==> config.mk <==
export PLATFORM = sky130hd
export DESIGN_NAME = bitop_unit
export DESIGN_NICKNAME = d
export VERILOG_FILES = /design/src/rtl/bitop_pkg.sv /design/src/rtl/bit_select.sv /design/src/rtl/bit_alu.sv /design/src/rtl/bitop_unit.sv
export SDC_FILE = /design/constraint.sdc
export NUM_CORES = 1
export LEC_CHECK = 0
export BUFFER_PORTS_ARGS = -buffer_cell sky130_fd_sc_hd__buf_2
export CORE_MARGIN = 5
export CORE_UTILIZATION = 56
export DETAILED_ROUTE_END_ITERATION = 16
export HOLD_SLACK_MARGIN = 0.02
export PLACE_DENSITY = 0.83
export SYNTH_ARGS = -nofsm -noshare
export SYNTH_HDL_FRONTEND = slang
export SYNTH_SLANG_ARGS = --single-unit
export TNS_END_PERCENT = 30
==> constraint.sdc <==
create_clock -name clk -period 2.1 [get_ports clk]
set_input_delay 0.21 -clock clk [delete_from_list [all_inputs] [get_ports clk]]
set_output_delay 0.21 -clock clk [all_outputs]
set_load 0.02 [all_outputs]
==> src/rtl/bitop_pkg.sv <==
package bitop_pkg;

    typedef enum logic [3:0] {
        OP_SET    = 4'd0,
        OP_CLR    = 4'd1,
        OP_INV    = 4'd2,
        OP_TST    = 4'd3,
        OP_NTST   = 4'd4,
        OP_TSTSET = 4'd5,
        OP_TSTCLR = 4'd6,
        OP_CSTORE = 4'd7,
        OP_CAND   = 4'd8,
        OP_COR    = 4'd9,
        OP_CXOR   = 4'd10,
        OP_CNAND  = 4'd11,
        OP_CNOR   = 4'd12,
        OP_CXNOR  = 4'd13,
        OP_RSV14  = 4'd14,
        OP_RSV15  = 4'd15
    } bitop_op_e;

    typedef enum logic {
        ST_EMPTY = 1'b0,
        ST_FULL  = 1'b1
    } out_state_e;

endpackage

==> src/rtl/bit_select.sv <==
module bit_select #(
    parameter int WIDTH = 16,
    localparam int IDXW = $clog2(WIDTH)
) (
    input  logic [WIDTH-1:0] word,
    input  logic [IDXW-1:0]  idx,
    output logic [WIDTH-1:0] mask,
    output logic             picked
);
    // One-hot mask of the selected position.
    for (genvar i = 0; i < WIDTH; i++) begin : g_mask
        assign mask[i] = (idx == IDXW'(i));
    end

    assign picked = |(word & mask);
endmodule

==> src/rtl/bit_alu.sv <==
module bit_alu
    import bitop_pkg::*;
#(
    parameter int WIDTH = 16
) (
    input  bitop_op_e        op,
    input  logic [WIDTH-1:0] word,
    input  logic [WIDTH-1:0] mask,
    input  logic             picked,
    input  logic             c_in,
    input  logic             z_in,
    input  logic             cond_true,
    output logic [WIDTH-1:0] word_nx,
    output logic             wr_nx,
    output logic             c_nx,
    output logic             z_nx
);
    always_comb begin
        word_nx = word;
        wr_nx   = 1'b0;
        c_nx    = c_in;
        z_nx    = z_in;
        unique case (op)
            OP_SET: begin
                word_nx = word | mask;
                wr_nx   = 1'b1;
            end
            OP_CLR: begin
                word_nx = word & ~mask;
                wr_nx   = 1'b1;
            end
            OP_INV: begin
                word_nx = word ^ mask;
                wr_nx   = 1'b1;
            end
            OP_CSTORE: begin
                word_nx = cond_true ? (word | mask) : (word & ~mask);
                wr_nx   = 1'b1;
            end
            OP_TST: begin
                z_nx = ~picked;
                c_nx = picked;
            end
            OP_NTST: begin
                z_nx = ~picked;
                c_nx = ~picked;
            end
            OP_TSTSET: begin
                z_nx    = ~picked;
                c_nx    = picked;
                word_nx = word | mask;
                wr_nx   = 1'b1;
            end
            OP_TSTCLR: begin
                z_nx    = ~picked;
                c_nx    = picked;
                word_nx = word & ~mask;
                wr_nx   = 1'b1;
            end
            OP_CAND:  c_nx = c_in & picked;
            OP_COR:   c_nx = c_in | picked;
            OP_CXOR:  c_nx = c_in ^ picked;
            OP_CNAND: c_nx = c_in & ~picked;
            OP_CNOR:  c_nx = c_in | ~picked;
            OP_CXNOR: c_nx = c_in ^ ~picked;
            OP_RSV14, OP_RSV15: begin
                word_nx = word;
            end
            default: begin
                word_nx = word;
            end
        endcase
    end
endmodule

==> src/rtl/bitop_unit.sv <==
module bitop_unit
    import bitop_pkg::*;
#(
    parameter int WIDTH = 16,
    localparam int IDXW = $clog2(WIDTH)
) (
    input  logic             clk,
    input  logic             rst_n,
    input  logic             in_valid,
    input  logic [3:0]       opcode,
    input  logic [WIDTH-1:0] operand,
    input  logic [IDXW-1:0]  bit_idx,
    input  logic             c_in,
    input  logic             z_in,
    input  logic             cond_true,
    output logic             out_valid,
    output logic [WIDTH-1:0] result,
    output logic             wr_en,
    output logic             c_out,
    output logic             z_out
);
    out_state_e       state_q, state_d;
    bitop_op_e        op;
    logic [WIDTH-1:0] mask;
    logic             picked;
    logic [WIDTH-1:0] word_nx;
    logic             wr_nx, c_nx, z_nx;

    assign op = bitop_op_e'(opcode);

    bit_select #(.WIDTH(WIDTH)) u_sel (
        .word   (operand),
        .idx    (bit_idx),
        .mask   (mask),
        .picked (picked)
    );

    bit_alu #(.WIDTH(WIDTH)) u_alu (
        .op        (op),
        .word      (operand),
        .mask      (mask),
        .picked    (picked),
        .c_in      (c_in),
        .z_in      (z_in),
        .cond_true (cond_true),
        .word_nx   (word_nx),
        .wr_nx     (wr_nx),
        .c_nx      (c_nx),
        .z_nx      (z_nx)
    );

    // Next-state logic of the output controller.
    always_comb begin
        state_d = state_q;
        unique case (state_q)
            ST_EMPTY: state_d = in_valid ? ST_FULL : ST_EMPTY;
            ST_FULL:  state_d = in_valid ? ST_FULL : ST_EMPTY;
            default:  state_d = ST_EMPTY;
        endcase
    end

    // State register.
    always_ff @(posedge clk) begin
        if (!rst_n) state_q <= ST_EMPTY;
        else        state_q <= state_d;
    end

    // Output register: loads only on accepted requests.
    always_ff @(posedge clk) begin
        if (!rst_n) begin
            result <= '0;
            wr_en  <= 1'b0;
            c_out  <= 1'b0;
            z_out  <= 1'b0;
        end else if (in_valid) begin
            result <= word_nx;
            wr_en  <= wr_nx;
            c_out  <= c_nx;
            z_out  <= z_nx;
        end
    end

    assign out_valid = (state_q == ST_FULL);
endmodule

==> results of run 1 <==
==> cells in the mapped netlist (all sizes together), types with 2 or more instances <==
cell type,n
inv,52
o21ai,50
ha,48
nor2,22
dfxtp,20
a221oi,16
a31oi,16
or3,16
clkbuf,14
buf,8
and4bb,6
a21oi,5
nor4,5
and4b,4
nand3b,4
nor4b,4
nand4,3
or3b,3
and2,2
nor2b,2
xnor2,2
==> final cells by class <==
class / count / area, um2 / share of cell area, %
clock buffers: 3 / 41.3 / 1.51
inverters: 52 / 195 / 7.15
flip-flops and latches: 20 / 400 / 14.7
repair buffers: 54 / 283 / 10.4
well taps: 52 / 65.1 / 2.38
multi-input cells: 223 / 1750 / 63.9
==> metrics by stage <==
stage | hold slack [ns] | worst slack [ns]
finish | 0.251 | 0.223
floorplan | 0.360 | 0.369
global placement | 0.515 | 0.0341
detailed placement | 0.519 | -0.0231
CTS | 0.247 | 0.258
global route | 0.256 | 0.00286
==> logic make-up (layout without fill, tap and decap cells) <==
kind of cell | count (synthesis) | after routing
AND/OR/NAND/NOR | 76 | 76
flip-flops | 20 | 20
AO/OA/AOI/OAI | 94 | 94
multiplexers | 2 | 2
buffers and inverters | 74 | 109
adder cells (fa/ha/maj) | 48 | 48
XOR/XNOR | 3 | 3
==> power by group <==
group	switching [mW]	total [mW]	internal, mW
Combinational	0.236	0.379	0.142
Sequential	0.0125	0.421	0.409
Clock	0.136	0.264	0.128
==> path summary, 6_finish.rpt <==
kind,from,end,slack [ns],cells past startpoint
setup / recovery,bit_idx[0],result[2]$_SDFFE_PN0P_,0.22,8
hold / removal,operand[13],result[13]$_SDFFE_PN0P_,0.25,3
setup reg to reg,c_out$_SDFFE_PN0P_,c_out$_SDFFE_PN0P_,1.29,4
hold reg to reg,result[8]$_SDFFE_PN0P_,result[8]$_SDFFE_PN0P_,0.53,2
==> layer usage <==
| layer | part of all wire (%) | wire length, um | track usage (%) | vias up |
|---|---|---|---|---|
| met1 | 41 | 2510 | 25.6 | 1138 |
| li1 | - | - | - | 1196 |
| met2 | 51 | 3110 | 36.2 | 79 |
| met5 | 0 | 0 | 0 | - |
| met4 | 1.4 | 85 | 7.52 | 0 |
| met3 | 6.5 | 400 | 3.78 | 13 |
==> worst max-delay path, stage by stage <==
cell,delay (ns)
buf_2,0.17
nor4b_1,0.67
inv_1,0.16
ha_1,0.31
inv_1,0.05
o21ai_0,0.07
a221oi_1,0.25
a31oi_1,0.12
==> state kept, by name, summed over array words and instances (netlist names) <==
| register | count |
|---|---|
| c_out | 1 |
| out_valid | 1 |
| result | 16 |
| wr_en | 1 |
| z_out | 1 |
==> impl_metrics.csv, run 1 <==
group,metric,value,unit
run_status,outcome,"finished clean",
place,placed_cells,401,
setup_path,critPathLaunchType,"primary input",
drt,drtIter0Drc,180,
setup_path,cp.arrival,2.02,ns
synthesis,synthTopCellsByArea,"ha_1 25%, dfxtp_1 16%, o21ai_0 8.2%",
setup_path,crit_required,2.24,ns
clock_tree,htreeDepth,1,
synthesis,synth_area,2450,um2
synthesis,synth_fa_ha_area_share,24.5,%
timing,maxSlewViolCount,0,
run,maxCapViolations,0,
synthesis,syn-num-nets,395,
timing,tightest_slew,1.10,ns
finish,antennaDiodeCount,0,
clock_tree,clkTransAtPathRegs,0.08,ns
synthesis,synth_edf_count,0,
finish,drive_gt1_share,19.9,%
finish,layout_commonest_cell,"inv_1",
floorplan,io_pins,50,
clock_tree,holdBufCountCts,0,
synthesis,ys_warn_count,0,
place,placed_area,2690,um2
timing,clock_skew,0,ns
finish,fin_util,63.6,%
finish,nets,432,
timing,fmax,533,MHz
place,place.gp.congestion,0.918,
synthesis,synth_xor_area_share,1.07,%
timing,hold_viol_final,0,
drt,num_vias,2426,
synthesis,synthArstFlopShare,0,%
clock_tree,cts-resized-gates,0,
timing,fin_tns_setup,0,ns
synthesis,syn_inst,317,
synthesis,yosys.area_share.simple,20.7,%
place,dp_hpwl,4220,um
synthesis,dominantRegCellSynth,"dfxtp_1",
floorplan,start_util,57.1,%
finish,fill_cells,386,
drt,drt-wirelength-per-cell,15.1,um
floorplan,rows,24,
drt,ant_nets,0,
global_route,grt_pass1_wl,10500,um
clock_tree,postCtsSetupBuffers,0,
pwr,vdd_drop_max,0.238,mV
setup_path,critical_path_class,"primary input to register",
global_route,grt_max_degree,38,
clock_tree,cts_tree,"built",
drt,firstDrtPassIters,5,
clock_tree,clock_path_buffers,2,
synthesis,synth-compound-area-share,24.1,%
synthesis,synth_area_leader_cell,"ha_1",
finish,layout_common_cells,"52 x inv_1, 49 x buf_2, 48 x ha_1",
timing,slew_headroom,26.3,%
synthesis,yosysUniqueCellTypes,41,
setup_path,end_kind,"register",
clock_tree,cts_made_buffers,3,
setup_path,cp_max_fo,16,
timing,rsz0062_at_grt,"no",
pwr,p_leak,1.34,nW
finish,fin_area,2730,um2
floorplan,fp.dieH,76.1,um
floorplan,dieArea,5800,um2
place,portBuffers,49,
synthesis,synthMuxAreaShare,0.868,%
finish,stdcell_count,404,
global_route,grt_pass1_vias,2292,
global_route,overflow,0,
synthesis,ys_ff_latch,20,
drt,drcViolationCount,0,
hold_path,hp-class,"primary input to register",
finish,syn_to_final_growth,11.5,%
clock_tree,clock_latency,0.26,ns
floorplan,core_area,4290,um2
floorplan,die_width,76.1,um
pwr,p_per_area,389,nW/um2
clock_tree,root_buffer,"clkbuf_8",
pwr,total_power,1.06,mW
global_route,antenna_found_initial,0,
timing,fin_crit,1.88,ns
synthesis,ys_seq_area_share,16.3,%
global_route,grt_usage,20.9,%
synthesis,synth_top_family_by_area,"adder cells",
clock_tree,clock-sinks,20,
drt,avgViaCountPerCell,6.00,
synthesis,synth_top_area_share,24.5,%
timing,setup-violations-final,0,
drt,drt-total-wl,6110,um
timing,period_share,89.4,%
synthesis,syn_avg_cell_area,7.73,um2
Note: power is estimated with default switching activity, not from simulation.
==> inputs of run 2 (changes only) <==
--- a/config.mk
+++ b/config.mk
@@ -13,5 +13,6 @@
 export PLACE_DENSITY = 0.83
 export SYNTH_ARGS = -nofsm -noshare
 export SYNTH_HDL_FRONTEND = slang
+export SYNTH_HIERARCHICAL = 1
 export SYNTH_SLANG_ARGS = --single-unit
 export TNS_END_PERCENT = 30
==> run 2 against run 1 <==
  * Flip-flop and latch count unchanged
  * Largest cell class unchanged
  * Core utilization down 0.32 points
  * Critical path type unchanged
  * Sequential power about the same
  * Synthesized area down 0.56%
  * Register-to-register slack better by 0.18 ns
  * Clock skew unchanged
  * Worst setup slack better by 0.038 ns
  * Count of clock-buffer cells in the layout unchanged
  * Final cell count down 6.4%
  * Via count down 7.7%
  * Fmax up 2.0%
  * Critical path depth up 3
==> impl_metrics.csv, run 2 <==
group,metric,value,unit
drt,num_vias,2238,
drt,drt-wirelength-per-cell,15.7,um
floorplan,dieArea,5770,um2
finish,regMostFlops,"result",
synthesis,synthArstFlopShare,0,%
pwr,pwr-share-comb,42.0,%
synthesis,synth_most_common_cell,"inv_1",
synthesis,yosys.area_share.simple,20.4,%
clock_tree,clock_path_buffers,2,
synthesis,ys_seq_area_share,16.4,%
clock_tree,cts_tree,"built",
finish,stdcell_count,378,
synthesis,synth-compound-area-share,24.2,%
timing,fin_crit,1.84,ns
setup_path,cp_max_fo,4,
clock_tree,clkTransAtPathRegs,0.07,ns
synthesis,synthTopCellsByCount,"34 x inv_1, 32 x ha_1, 23 x mux2i_1",
pwr,vdd_drop_max,0.369,mV
place,place.gp.congestion,0.864,
pwr,seq_power_share,36.8,%
setup_path,path_buf_inv,1,
finish,fin_area,2720,um2
finish,drive_gt1_share,23.6,%
timing,period_share,87.6,%
synthesis,syn_avg_cell_area,8.52,um2
clock_tree,root_buffer,"clkbuf_8",
place,placed_area,2680,um2
finish,antennaDiodeCount,0,
hold_path,hp-class,"primary input to register",
global_route,grt_usage,19.9,%
floorplan,io_pins,50,
pwr,p_leak,1.22,nW
global_route,grt_max_degree,37,
synthesis,synthTopCellsByArea,"dfxtp_1 16%, ha_1 16%, mux2i_1 9.5%",
synthesis,synth_top_area_share,16.4,%
global_route,overflow,0,
synthesis,ys_warn_count,6,
floorplan,rows,24,
finish,multiInputGateArea,1740,um2
global_route,antenna_found_initial,0,
pwr,pwr-share-clk,21.2,%
floorplan,die_width,76.0,um
synthesis,synth_area_leader_cell,"dfxtp_1",
finish,nets,390,
timing,setup-violations-final,0,
clock_tree,clock_latency,0.25,ns
global_route,grt_pass1_wl,9960,um
drt,drtIter0Drc,197,
setup_path,cp_top_family,"compound AO/OA/AOI/OAI gates",
run_status,outcome,"finished clean",
place,dp_hpwl,4500,um
floorplan,core_area,4290,um2
setup_path,crit_path_cell_trace,"buf_2 > and2b_4 > a22o_1 > nor3_2 > o41ai_2 > nor3_1 > o21a_1 > o31ai_1 > o211ai_1 > mux2i_1 > nor2b_1",
synthesis,synth_top_family_by_area,"compound AO/OA/AOI/OAI gates",
setup_path,critPathLaunchType,"primary input",
synthesis,synthMuxAreaShare,9.45,%
timing,fmax,544,MHz
hold_path,hold_start,"rst_n",
clock_tree,clock-sinks,20,
clock_tree,htreeDepth,1,
floorplan,fp.dieH,76.0,um
synthesis,synth_edf_count,0,
floorplan,start_util,56.7,%
timing,hold-worst-slack,0.338,ns
finish,largest_register_ff_count,16,
timing,clock_skew,0,ns
clock_tree,cts_made_buffers,3,
timing,tightest_slew,0.556,ns
drt,firstDrtPassIters,4,
timing,rsz0062_at_grt,"no",
finish,layout_commonest_cell,"buf_2",
synthesis,synth_xor_area_share,0.719,%
setup_path,r2r-start,"result[5]$_SDFFE_PN0P_",
pwr,swShare,35.3,%
synthesis,yosysUniqueCellTypes,47,
finish,fill_cells,380,
synthesis,synth_fa_ha_area_share,16.4,%
global_route,grt_pass1_vias,2150,
synthesis,ys_ff_latch,20,
finish,syn_to_final_growth,11.6,%
clock_tree,holdBufCountCts,0,
synthesis,synth_area,2440,um2
setup_path,end_kind,"register",
drt,drcViolationCount,0,
pwr,p_per_area,422,nW/um2
pwr,intPower,741,uW
drt,drt-total-wl,5920,um
place,portBuffers,49,
drt,ant_nets,0,
place,placed_cells,375,
run,maxCapViolations,0,
drt,avgViaCountPerCell,5.92,
finish,seqCellArea,400,um2
setup_path,critical_path_class,"primary input to register",
timing,maxSlewViolCount,0,
setup_path,cpPeakStageDelay,0.34,ns
pwr,p_sw,405,uW
synthesis,syn_inst,286,
clock_tree,cts-resized-gates,0,
setup_path,crit_required,2.25,ns
setup_path,crit_start,"bit_idx[0]",
setup_path,slowest_stage,"o41ai_2",
timing,slew_headroom,63.0,%
timing,hold_viol_final,0,
synthesis,syn-num-nets,348,
synthesis,dominantRegCellSynth,"dfxtp_1",
setup_path,cp.arrival,1.99,ns
clock_tree,postCtsSetupBuffers,0,
finish,layout_common_cells,"49 x buf_2, 34 x inv_1, 32 x ha_1",
## run 2: changes by cell type after synthesis, moves of 16 or more
cell / previous run / this run
a31oi_1: 16 / 0
ha_1: 48 / 32
inv_1: 52 / 34
mux2i_1: 1 / 23
nor2b_1: 2 / 21
nor3b_1: 0 / 16
o21ai_0: 40 / 17
o22a_1: 0 / 16
or3_1: 16 / 0
## run 2: cell families after synthesis
group,count (synthesis)
flip-flops,20
XOR/XNOR,2
adder cells (fa/ha/maj),32
AND/OR/NAND/NOR,80
buffers and inverters,58
AO/OA/AOI/OAI,71
multiplexers,23
## run 2: path summary, 6_finish.rpt
kind	end	slack [ns]	cells past startpoint
min	result[7]$_SDFFE_PN0P_	0.34	2
max reg2reg	result[5]$_SDFFE_PN0P_	1.47	2
min reg2reg	z_out$_SDFFE_PN0P_	0.51	2
max	c_out$_SDFFE_PN0P_	0.26	11
## run 2: area by class of cell
type | count | area share, %
multi-input cells | 208 | 63.9
flip-flops and latches | 20 | 14.7
repair buffers | 61 | 12.8
inverters | 34 | 4.70
well taps | 52 | 2.39
clock buffers | 3 | 1.52
## run 2: power by group through the flow
stage	clock network [mW]	logic, mW	registers [mW]
finish	0.243	0.481	0.421
global route	0.268	0.530	0.424
CTS	0.249	0.481	0.421
detailed placement	0	0.479	0.430
global placement	0	0.465	0.429
floorplan	0	0.299	0.466
## run 2: per-stage QoR
step                      worst slack, ns  power, mW  TNS (ns)  util, %
final                               0.260       1.15         0     63.3
after global routing               0.0261       1.22         0     63.3
after CTS                           0.226       1.15         0     63.3
after detailed placement          -0.0350      0.909   -0.0350     62.3
after global placement             0.0214      0.894         0     62.3
after floorplan                     0.197      0.766         0        -
## run 2: metal layers
| metal | vias to the layer above | part of all wire [%] | track usage, % |
|---|---|---|---|
| met4 | 0 | 1.0 | 6.05 |
| met3 | 8 | 5.7 | 3.79 |
| met5 | - | 0 | 0 |
| met2 | 62 | 46 | 32.3 |
| met1 | 1072 | 47 | 26.3 |
| li1 | 1096 | - | - |
